**config.mk**
```make
export PLATFORM = sky130hd
export DESIGN_NAME = spec_rob
export DESIGN_NICKNAME = d
export VERILOG_FILES = /design/src/rtl/rob_pkg.sv /design/src/rtl/rob_ptrs.sv /design/src/rtl/rob_entries.sv /design/src/rtl/spec_rob.sv
export SDC_FILE = /design/constraint.sdc
export NUM_CORES = 1
export LEC_CHECK = 0
export BUFFER_PORTS_ARGS = -buffer_cell sky130_fd_sc_hd__buf_2
export CAP_MARGIN = 10
export CELL_PAD_IN_SITES_DETAIL_PLACEMENT = 2
export CELL_PAD_IN_SITES_GLOBAL_PLACEMENT = 2
export CORE_MARGIN = 2
export CORE_UTILIZATION = 39
export CTS_CLUSTER_SIZE = 30
export DETAILED_ROUTE_END_ITERATION = 8
export PLACE_DENSITY = 0.74
export SYNTH_ARGS = -nofsm -noshare
export SYNTH_HDL_FRONTEND = slang
export SYNTH_SLANG_ARGS = --single-unit
```
**constraint.sdc**
```tcl
create_clock -name clk -period 2.95 [get_ports clk]
set_clock_uncertainty 0.1 [all_clocks]
set_input_delay 0.1475 -clock clk [delete_from_list [all_inputs] [get_ports clk]]
set_output_delay 0.1475 -clock clk [all_outputs]
set_load 0.01 [all_outputs]
```
**src/rtl/rob_pkg.sv**
```systemverilog
package rob_pkg;
  typedef enum logic [1:0] {
    RK_REG    = 2'b00,
    RK_LOAD   = 2'b01,
    RK_STORE  = 2'b10,
    RK_BRANCH = 2'b11
  } rob_kind_e;
endpackage

```
**src/rtl/rob_ptrs.sv**
```systemverilog
module rob_ptrs #(
  parameter int DEPTH = 8,
  localparam int PTR_W = $clog2(DEPTH),
  localparam int CNT_W = PTR_W + 1
) (
  input  logic             clk,
  input  logic             rst_n,
  input  logic             clear,
  input  logic             push,
  input  logic             pop,
  output logic [PTR_W-1:0] head,
  output logic [PTR_W-1:0] tail,
  output logic [CNT_W-1:0] count,
  output logic             full
);
  localparam logic [PTR_W-1:0] LAST = PTR_W'(DEPTH - 1);

  function automatic logic [PTR_W-1:0] bump(input logic [PTR_W-1:0] p);
    return (p == LAST) ? '0 : p + 1'b1;
  endfunction

  always_ff @(posedge clk or negedge rst_n) begin
    if (!rst_n) begin
      head  <= '0;
      tail  <= '0;
      count <= '0;
    end else if (clear) begin
      head  <= '0;
      tail  <= '0;
      count <= '0;
    end else begin
      if (push) tail <= bump(tail);
      if (pop)  head <= bump(head);
      if (push && !pop)      count <= count + 1'b1;
      else if (pop && !push) count <= count - 1'b1;
    end
  end

  assign full = (count == CNT_W'(DEPTH));

  AST_NO_OVERFLOW: assert property (@(posedge clk) disable iff (!rst_n)
    count <= CNT_W'(DEPTH));
  AST_NO_UNDERFLOW: assert property (@(posedge clk) disable iff (!rst_n)
    pop |-> (count != '0));
  AST_FULL_NO_PUSH: assert property (@(posedge clk) disable iff (!rst_n)
    full |-> !push);
endmodule

```
**src/rtl/rob_entries.sv**
```systemverilog
module rob_entries
  import rob_pkg::*;
#(
  parameter int DEPTH  = 8,
  parameter int DEST_W = 8,
  parameter int DATA_W = 16,
  parameter int NRD    = 2,
  localparam int PTR_W = $clog2(DEPTH)
) (
  input  logic              clk,
  input  logic              rst_n,
  input  logic              clear,
  input  logic              alloc,
  input  logic [PTR_W-1:0]  alloc_idx,
  input  rob_kind_e         alloc_kind,
  input  logic [DEST_W-1:0] alloc_dest,
  input  logic              wb_en,
  input  logic [PTR_W-1:0]  wb_idx,
  input  logic [DATA_W-1:0] wb_data,
  input  logic              wb_mis,
  input  logic              retire,
  input  logic [PTR_W-1:0]  head_idx,
  input  logic [PTR_W-1:0]  rd_idx   [NRD],
  output logic              rd_ready [NRD],
  output logic [DATA_W-1:0] rd_data  [NRD],
  output logic              head_live,
  output logic              head_done,
  output logic              head_mis,
  output rob_kind_e         head_kind,
  output logic [DEST_W-1:0] head_dest,
  output logic [DATA_W-1:0] head_data
);
  logic [DEPTH-1:0]  live_q, done_q, mis_q;
  rob_kind_e         kind_q [DEPTH];
  logic [DEST_W-1:0] dest_q [DEPTH];
  logic [DATA_W-1:0] data_q [DEPTH];

  logic wb_hit;
  assign wb_hit = wb_en && live_q[wb_idx];

  always_ff @(posedge clk or negedge rst_n) begin
    if (!rst_n) begin
      live_q <= '0;
      done_q <= '0;
      mis_q  <= '0;
    end else if (clear) begin
      live_q <= '0;
      done_q <= '0;
      mis_q  <= '0;
    end else begin
      if (wb_hit) begin
        done_q[wb_idx] <= 1'b1;
        mis_q[wb_idx]  <= wb_mis;
      end
      if (retire) live_q[head_idx] <= 1'b0;
      if (alloc) begin
        live_q[alloc_idx] <= 1'b1;
        done_q[alloc_idx] <= 1'b0;
        mis_q[alloc_idx]  <= 1'b0;
      end
    end
  end

  always_ff @(posedge clk) begin
    if (alloc) begin
      kind_q[alloc_idx] <= alloc_kind;
      dest_q[alloc_idx] <= alloc_dest;
    end
    if (wb_hit) data_q[wb_idx] <= wb_data;
  end

  for (genvar g = 0; g < NRD; g++) begin : g_rd
    assign rd_ready[g] = live_q[rd_idx[g]] && done_q[rd_idx[g]];
    assign rd_data[g]  = data_q[rd_idx[g]];
  end

  assign head_live = live_q[head_idx];
  assign head_done = done_q[head_idx];
  assign head_mis  = mis_q[head_idx];
  assign head_kind = kind_q[head_idx];
  assign head_dest = dest_q[head_idx];
  assign head_data = data_q[head_idx];

  AST_ALLOC_FREE: assert property (@(posedge clk) disable iff (!rst_n)
    alloc |-> !live_q[alloc_idx]);
  AST_RETIRE_DONE: assert property (@(posedge clk) disable iff (!rst_n)
    retire |-> (live_q[head_idx] && done_q[head_idx]));
endmodule

```
**src/rtl/spec_rob.sv**
```systemverilog
module spec_rob
  import rob_pkg::*;
#(
  parameter int DEPTH  = 8,
  parameter int DEST_W = 8,
  parameter int DATA_W = 16,
  localparam int PTR_W = $clog2(DEPTH),
  localparam int CNT_W = PTR_W + 1
) (
  input  logic              clk,
  input  logic              rst_n,
  input  logic              issue_valid,
  output logic              issue_ready,
  input  logic [1:0]        issue_kind,
  input  logic [DEST_W-1:0] issue_dest,
  output logic [PTR_W-1:0]  issue_tag,
  input  logic              cdb_valid,
  input  logic [PTR_W-1:0]  cdb_tag,
  input  logic [DATA_W-1:0] cdb_value,
  input  logic              cdb_mispredict,
  input  logic [PTR_W-1:0]  lk0_idx,
  output logic              lk0_ready,
  output logic [DATA_W-1:0] lk0_value,
  input  logic [PTR_W-1:0]  lk1_idx,
  output logic              lk1_ready,
  output logic [DATA_W-1:0] lk1_value,
  output logic              reg_we,
  output logic [DEST_W-1:0] reg_waddr,
  output logic [DATA_W-1:0] reg_wdata,
  output logic              mem_we,
  output logic [DEST_W-1:0] mem_waddr,
  output logic [DATA_W-1:0] mem_wdata,
  output logic              flush
);
  logic [PTR_W-1:0]  head, tail;
  logic [CNT_W-1:0]  count;
  logic              full, push, retire, kill, flush_q;
  logic              h_live, h_done, h_mis;
  rob_kind_e         h_kind;
  logic [DEST_W-1:0] h_dest;
  logic [DATA_W-1:0] h_data;
  logic [PTR_W-1:0]  rd_idx   [2];
  logic              rd_ready [2];
  logic [DATA_W-1:0] rd_data  [2];

  logic h_fin;
  assign h_fin  = h_live && h_done;
  assign kill   = h_fin && (h_kind == RK_BRANCH) && h_mis;
  assign retire = h_fin && !kill;

  assign issue_ready = !full && !kill && !flush_q;
  assign push        = issue_valid && issue_ready;
  assign issue_tag   = tail;

  always_ff @(posedge clk or negedge rst_n) begin
    if (!rst_n) flush_q <= 1'b0;
    else        flush_q <= kill;
  end
  assign flush = flush_q;

  assign reg_we    = retire && ((h_kind == RK_REG) || (h_kind == RK_LOAD));
  assign reg_waddr = h_dest;
  assign reg_wdata = h_data;
  assign mem_we    = retire && (h_kind == RK_STORE);
  assign mem_waddr = h_dest;
  assign mem_wdata = h_data;

  assign rd_idx[0] = lk0_idx;
  assign rd_idx[1] = lk1_idx;
  assign lk0_ready = rd_ready[0];
  assign lk0_value = rd_data[0];
  assign lk1_ready = rd_ready[1];
  assign lk1_value = rd_data[1];

  rob_ptrs #(.DEPTH(DEPTH)) u_ptrs (
    .clk(clk), .rst_n(rst_n), .clear(kill), .push(push), .pop(retire),
    .head(head), .tail(tail), .count(count), .full(full)
  );

  rob_entries #(.DEPTH(DEPTH), .DEST_W(DEST_W), .DATA_W(DATA_W), .NRD(2)) u_ent (
    .clk(clk), .rst_n(rst_n), .clear(kill),
    .alloc(push), .alloc_idx(tail), .alloc_kind(rob_kind_e'(issue_kind)),
    .alloc_dest(issue_dest),
    .wb_en(cdb_valid), .wb_idx(cdb_tag), .wb_data(cdb_value), .wb_mis(cdb_mispredict),
    .retire(retire), .head_idx(head),
    .rd_idx(rd_idx), .rd_ready(rd_ready), .rd_data(rd_data),
    .head_live(h_live), .head_done(h_done), .head_mis(h_mis),
    .head_kind(h_kind), .head_dest(h_dest), .head_data(h_data)
  );

  AST_FLUSH_PULSE: assert property (@(posedge clk) disable iff (!rst_n)
    flush |=> !flush);
  AST_FLUSH_EMPTY: assert property (@(posedge clk) disable iff (!rst_n)
    flush |-> (count == '0));
  AST_FLUSH_NO_WRITE: assert property (@(posedge clk) disable iff (!rst_n)
    flush |-> (!reg_we && !mem_we));
  AST_ONE_STROBE: assert property (@(posedge clk) disable iff (!rst_n)
    !(reg_we && mem_we));
  AST_FULL_STALL: assert property (@(posedge clk) disable iff (!rst_n)
    (count == CNT_W'(DEPTH)) |-> !issue_ready);
  AST_EMPTY_QUIET: assert property (@(posedge clk) disable iff (!rst_n)
    (count == '0) |-> (!reg_we && !mem_we));
endmodule

```
; ---- After elaboration in Yosys (flattened, before gate mapping)
; Memories as Yosys holds them, arrays and structs flattened.
; Index checks and enable logic that the tools add are counted.
[op_classes]
bitwise = 7
reduce_logical = 27
n_eq_ne = 6
shift = 0
add_sub_neg = 4
n_mul = 0
muxes = 48
order_cmp = 8
div = 0
[ops]
columns = operator, count
row1 = 8-bit two-way mux, 12
row2 = 8-bit bitwise AND, 3
row3 = 1-bit binary-select mux with 3-bit select, 8
row4 = 3-bit by 4-bit less-than comparator with 1-bit output (second input constant), 5
row5 = 3-bit two-way mux, 6
row6 = 1-bit logical AND, 17
row7 = 8-bit inverter, 2
row8 = 8-bit OR, 2
row9 = 1-bit two-way mux, 15
row10 = 4-bit two-way mux, 3
row11 = 1-bit demux with 3-bit select, 3
row12 = 3-bit by 1-bit >= comparator with 1-bit output (second input constant), 3
row13 = 8-bit bitwise mux, 1
row14 = 3-bit by 1-bit adder with 3-bit output (second input constant), 2
row15 = 3-bit == test (second input constant), 2
row16 = 1-bit zero test, 5
row17 = 4-bit by 1-bit adder with 4-bit output (second input constant), 1
row18 = 2-bit == test (second input constant), 2
row19 = 4-bit == test (second input constant), 1
row20 = 2-bit nonzero test, 2
row21 = 4-bit by 1-bit subtractor with 4-bit output (second input constant), 1
row22 = 3-bit nonzero test, 1
row23 = 2-bit by 1-bit == test with 1-bit output (second input constant), 1
row24 = 2-bit zero test, 1
row25 = 1-bit logical OR, 1
[word_totals]
mem_bits_rw = 208
latch_bits = 0
memories = 3
mem_bits_ro = 0
reg_bits = 35
in_bits = 40
[mem_list]
columns = memory, depth, width, rd, rd_clocked_by_memory_dff, write_ports, line_no
row1 = u_ent.data_q, 8, 16, 3, 0, 1, rob_entries.sv:36  ; logic [DATA_W-1:0] data_q [DEPTH];
row2 = u_ent.dest_q, 8, 8, 1, 0, 1, rob_entries.sv:35  ; logic [DEST_W-1:0] dest_q [DEPTH];
row3 = u_ent.kind_q, 8, 2, 1, 0, 1, rob_entries.sv:34  ; rob_kind_e kind_q [DEPTH];

; ---- Logic depth before layout (Yosys ltp)
[depth]
ltp_word = 14
ltp_mapped = 11

; ---- Modules after synthesis
; Synthesis repeated with hierarchy kept, for this count alone.
[unflattened]
hier_cells = 663
hier_area_um2 = 12129.1
[modules_own_cells]
columns = module, n_inst, cells_per_inst, area_each_um2, seq_area_each_um2
row1 = rob_entries, 1, 569, 11228.3, 6846.6
row2 = rob_ptrs, 1, 60, 639.4, 250.2
row3 = spec_rob, 1, 34, 261.5, 25.0

; ---- Least setup slack after synthesis
; No wires, ideal clock.
[synth_timing]
path_kind = reg-to-reg
start = register u_ptrs.count[1]
end = register u_ptrs.count[3]
n_path_buf = 2
setup_ns = 0.069
t_arrival_ns = 2.847
stages_incl_launch_ff = 12
slack_ns = -0.066
path_cell_list = dfrtp_1 or4b_2 and3_1 clkbuf_1 buf_2 nand2_1 ha_1 a21o_1 a21oi_1 nand2_1 or4b_1 nand3_1
[synth_between]
elab_chain_cells = 8
word_cells_on_any_way = 14
classes_between = add/sub: 2 / eq/ne: 1 / mux: 3 / reduce/logical: 8
[synth_rtl]
columns = item, line_no
row1 = "start, declared", rob_ptrs.sv:13  ; output logic [CNT_W-1:0] count,
row2 = "start signal, assigned", rob_ptrs.sv:34  ; if (push && !pop) count <= count + 1'b1;
row3 = "start signal, assigned", rob_ptrs.sv:35  ; else if (pop && !push) count <= count - 1'b1;
row4 = "parallel branches: the longest is 8 deep, another holds 4-bit by 1-bit subtractor with 4-bit output", n/a
; Parallel ways; which one is timed is not known. The select of a mux whose other input is x is not followed.
; A chain may end at the register's enable or synchronous reset.

; ---- Final worst setup path
[layout_timing]
start = register u_ent.done_q[4]
end = register u_ptrs.count[3]
[layout_between]
elab_chain_cells = 12
word_cells_on_any_way = 17
classes_between = mux: 4 / reduce/logical: 13
[layout_rtl]
columns = item, line_no
row1 = "start, declared", rob_entries.sv:33  ; logic [DEPTH-1:0] live_q, done_q, mis_q;
row2 = "start signal, assigned", rob_entries.sv:44  ; done_q <= '0;
row3 = "start signal, assigned", rob_entries.sv:48  ; done_q <= '0;
row4 = "start signal, assigned by index", rob_entries.sv:52  ; done_q[wb_idx] <= 1'b1;
row5 = 1-bit binary-select mux with 3-bit select (*), rob_entries.sv:78  ; assign head_done = done_q[head_idx];
row6 = 1-bit two-way mux (implied by the code) (*), rob_entries.sv:78
row7 = 1-bit logical AND (*), spec_rob.sv:47  ; assign h_fin = h_live && h_done;
row8 = 1-bit logical AND (2 in a row), spec_rob.sv:48  ; assign kill = h_fin && (h_kind == RK_BRANCH) && h_mis;
row9 = 1-bit zero test, "spec_rob.sv:49, spec_rob.sv:51"
row10 = 1-bit logical AND (2 in a row), spec_rob.sv:51  ; assign issue_ready = !full && !kill && !flush_q;
row11 = 1-bit logical AND, spec_rob.sv:52  ; assign push = issue_valid && issue_ready;
row12 = 1-bit logical AND / 1-bit zero test (equally long branches), "rob_ptrs.sv:34, rob_ptrs.sv:35"
row13 = 4-bit two-way mux / 1-bit logical AND (equally long branches), "rob_ptrs.sv:34, rob_ptrs.sv:35"
row14 = 4-bit two-way mux / 3-bit nonzero test (equally long branches), n/a
; Mark *: on every way between the ends. The rest lies on a longest branch, timed or not. The select of a mux whose other input is x is not followed.

==> results.md <==
* Run status: finished, final reports clean
* Vias in the first global route at 8939
* CP startpoint kind: register
* Mapped Cells at 753
* First-pass GRT wire length at 57.7 mm
* Crit Path Class: register to register
* Synth Flop Type: edfxtp_1
* Sink Count at 243
* Largest net degree at the start of global routing at 36
* Cell Area, Placed at 0.0129 mm2
* Root Driver: clkbuf_16
* Number of routed nets with antenna violations at 0
* H-tree levels at 1
* Final worst path period need at 2.92 ns
* Die area at 0.0316 mm2
* Register area share after synthesis at 60.6%
* Crit share post-route at 99.1%
* CP endpoint kind: register
* Total grt overflow at 0
* Core Area at 0.0296 mm2
* Top layer used by detailed routing: met4
* Initial DRC count at 630
* EDFF count, synth at 208
* Slew Viols, Final at 0
* Pwr dens at 857 mW/mm2
* Final Hold Viols at 0
* Distinct cells, synth at 55
* Wl on met1 at 15.5 mm
* Setup_tns at 0 ns
* WP data required at 3.32 ns
* Design area at 0.0143 mm2
* # placed instances at 1243
* Chip Width at 178 um
* Initial antenna violation count at 1
* Peak Freq at 342 MHz
* Gr usage total at 24.8%
* Synth area leaders: edfxtp_1, mux4_2, dfrtp_1
* Worst skew pair latency at 0.55 ns
* Final setup fails at 0
* Max-Cap Viols at 0
* Syn nets at 800
* DR vias/cell at 6.06
* Sequential cell area at 0.00712 mm2
* TritonCTS Buffers at 26
* Leading area contributor after synthesis: edfxtp_1
* CTS tree: built
* Worst-path clk slew at 0.06 ns
* Worst-case hold slack at 0.103 ns
* Actual slew at the worst max-slew pin at 0.889 ns
* Overall power at 12.3 mW
* Worst Path Max Fanout at 4
* Layout Area Growth over Synthesis at 21.9%
* DR WL/cell at 29.4 um
* Wire length on met3 at 2.20 mm
* Hold Path Class: input pin to register
* Total Wirelength at 39.2 mm
* Commonest cells in the netlist: edfxtp_1, mux4_2, a22oi_1
* CP arrival at 3.29 ns
* Initial Util at 39.7%
* Post-layout util at 48.3%
* Worst R2R Path Depth at 10
* Worst hold path cell count at 2
* DR DRC count at 0
* Vias at 8087
* Ys async rst share at 14.4%
* WL met2 at 20.4 mm
* FILL cells at 2792
* Warnings, synthesis at 0
* Mean Syn Cell Area at 15.6 um2
* Max clock buf depth at 3
* Flops & latches, synth at 243
* Hpwl dp at 25.0 mm
* Peak VDD IR at 0.000414 V
* Layout Cells excl Fill at 1334
* Die Ht at 178 um
* Footprint of the multi-input gates at 0.00430 mm2
* Slew HR at 40.7%
* Most common cell in the synthesized netlist: edfxtp_1
* Pre-CTS WS at 0.0263 ns
* Final worst setup slack at 0.0253 ns
* Ports at 129
* Std-Cell Rows at 63
* Proportion of layout cells with a drive suffix above 1 at 40.0%
* Share of the synthesized area in the top cell type at 53.1%
* Gp weighted congestion at 0.842
* Pre-Repair DR Iteration Count at 5
* Pleak at 5.14 nW
* Nets@finish at 970
* Netlist Area Pre-Place at 0.0118 mm2
* I/O Buffers at 128
==> worst max-delay path, cell delays in order, from the launching register on <==
cell,delay [ns]
dfrtp_1,0.37
nand2_1,0.13
mux4_2,0.53
mux2_4,0.32
nand2_4,0.08
ha_1,0.23
a21o_1,0.19
a21oi_4,0.19
nand2_2,0.08
or4b_1,0.53
nand3_1,0.10
==> what timing repair did <==
action	4_1_cts	5_1_grt
gates resized for setup	12	18
hold buffers	28	0
gates cloned	1	0
pin swaps	2	7
endpoints found under the hold margin	249	0
endpoints found under the setup margin	30	12
setup buffers	5	8
==> area by class of cell <==
| class | instances | share of cell area [%] |
|---|---|---|
| clock buffer | 41 | 5.28 |
| multi-input combinational | 420 | 30.0 |
| sequential | 243 | 49.7 |
| inverter | 9 | 0.236 |
| clock inverter | 7 | 0.672 |
| tap | 390 | 3.41 |
| antenna | 1 | 0.0175 |
| timing repair buffer | 223 | 10.7 |
==> layout by cell type, fill, tap and decap left out, types with 15 or more instances in the layout <==
cell type	n
edfxtp_1	208
mux2_2	38
buf_4	57
nand2_1	25
buf_2	128
mux2i_1	18
dfrtp_1	33
nor3_1	17
nand4_1	15
a22oi_1	65
nand3_1	15
dlygate4sd3_1	28
mux4_2	77
clkbuf_16	26
nor2_1	37
==> where the power goes <==
part | total [mW] | internal (mW) | switching [mW]
Sequential | 4.54 | 4.19 | 0.350
Clock | 3.27 | 1.93 | 1.34
Combinational | 4.47 | 1.89 | 2.58
==> per-layer routing <==
| metal | up-vias | global-route usage, % |
|---|---|---|
| met3 | 88 | 3.45 |
| met1 | 4285 | 31.2 |
| met2 | 322 | 44.0 |
| met4 | 0 | 8.50 |
| met5 | - | 0 |
| li1 | 3392 | - |
==> registers in the layout (all words and copies together) (netlist names) <==
| name | cells |
|---|---|
| flush | 1 |
| u_ent.data_q | 128 |
| u_ent.dest_q | 64 |
| u_ent.done_q | 8 |
| u_ent.kind_q | 16 |
| u_ent.live_q | 8 |
| u_ent.mis_q | 8 |
| u_ptrs.count | 4 |
| u_ptrs.head | 3 |
| u_ptrs.tail | 3 |
==> cell families (layout without fill, tap and decap cells) <==
family	Yosys count	after routing	share of synthesized area [%]
other	0	1	0
AND/OR/NAND/NOR	150	150	6.60
AO/OA/AOI/OAI	127	127	7.94
flip-flops	243	243	60.6
adder cells (fa/ha/maj)	7	7	0.809
multiplexers	134	134	20.0
XOR/XNOR	2	2	0.149
buffers and inverters	90	280	3.88
==> worst paths after layout <==
| kind | start | end | slack (ns) |
|---|---|---|---|
| hold reg to reg | u_ent.done_q[3]$_DFF_PN0_ | u_ent.done_q[3]$_DFF_PN0_ | 0.49 |
| max in group asynchronous | rst_n | u_ptrs.head[0]$_DFFE_PN0P_ | 1.96 |
| setup / recovery | u_ent.done_q[4]$_DFF_PN0_ | u_ptrs.count[3]$_DFFE_PN0P_ | 0.03 |
| min in group asynchronous | rst_n | u_ptrs.tail[1]$_DFFE_PN0P_ | 0.17 |
| hold / removal | cdb_tag[0] | u_ent.data_q[4][15]$_DFFE_PP_ | 0.10 |
| setup reg to reg | u_ent.done_q[4]$_DFF_PN0_ | u_ptrs.count[3]$_DFFE_PN0P_ | 0.03 |
Note: power is estimated with default switching activity, not from simulation.
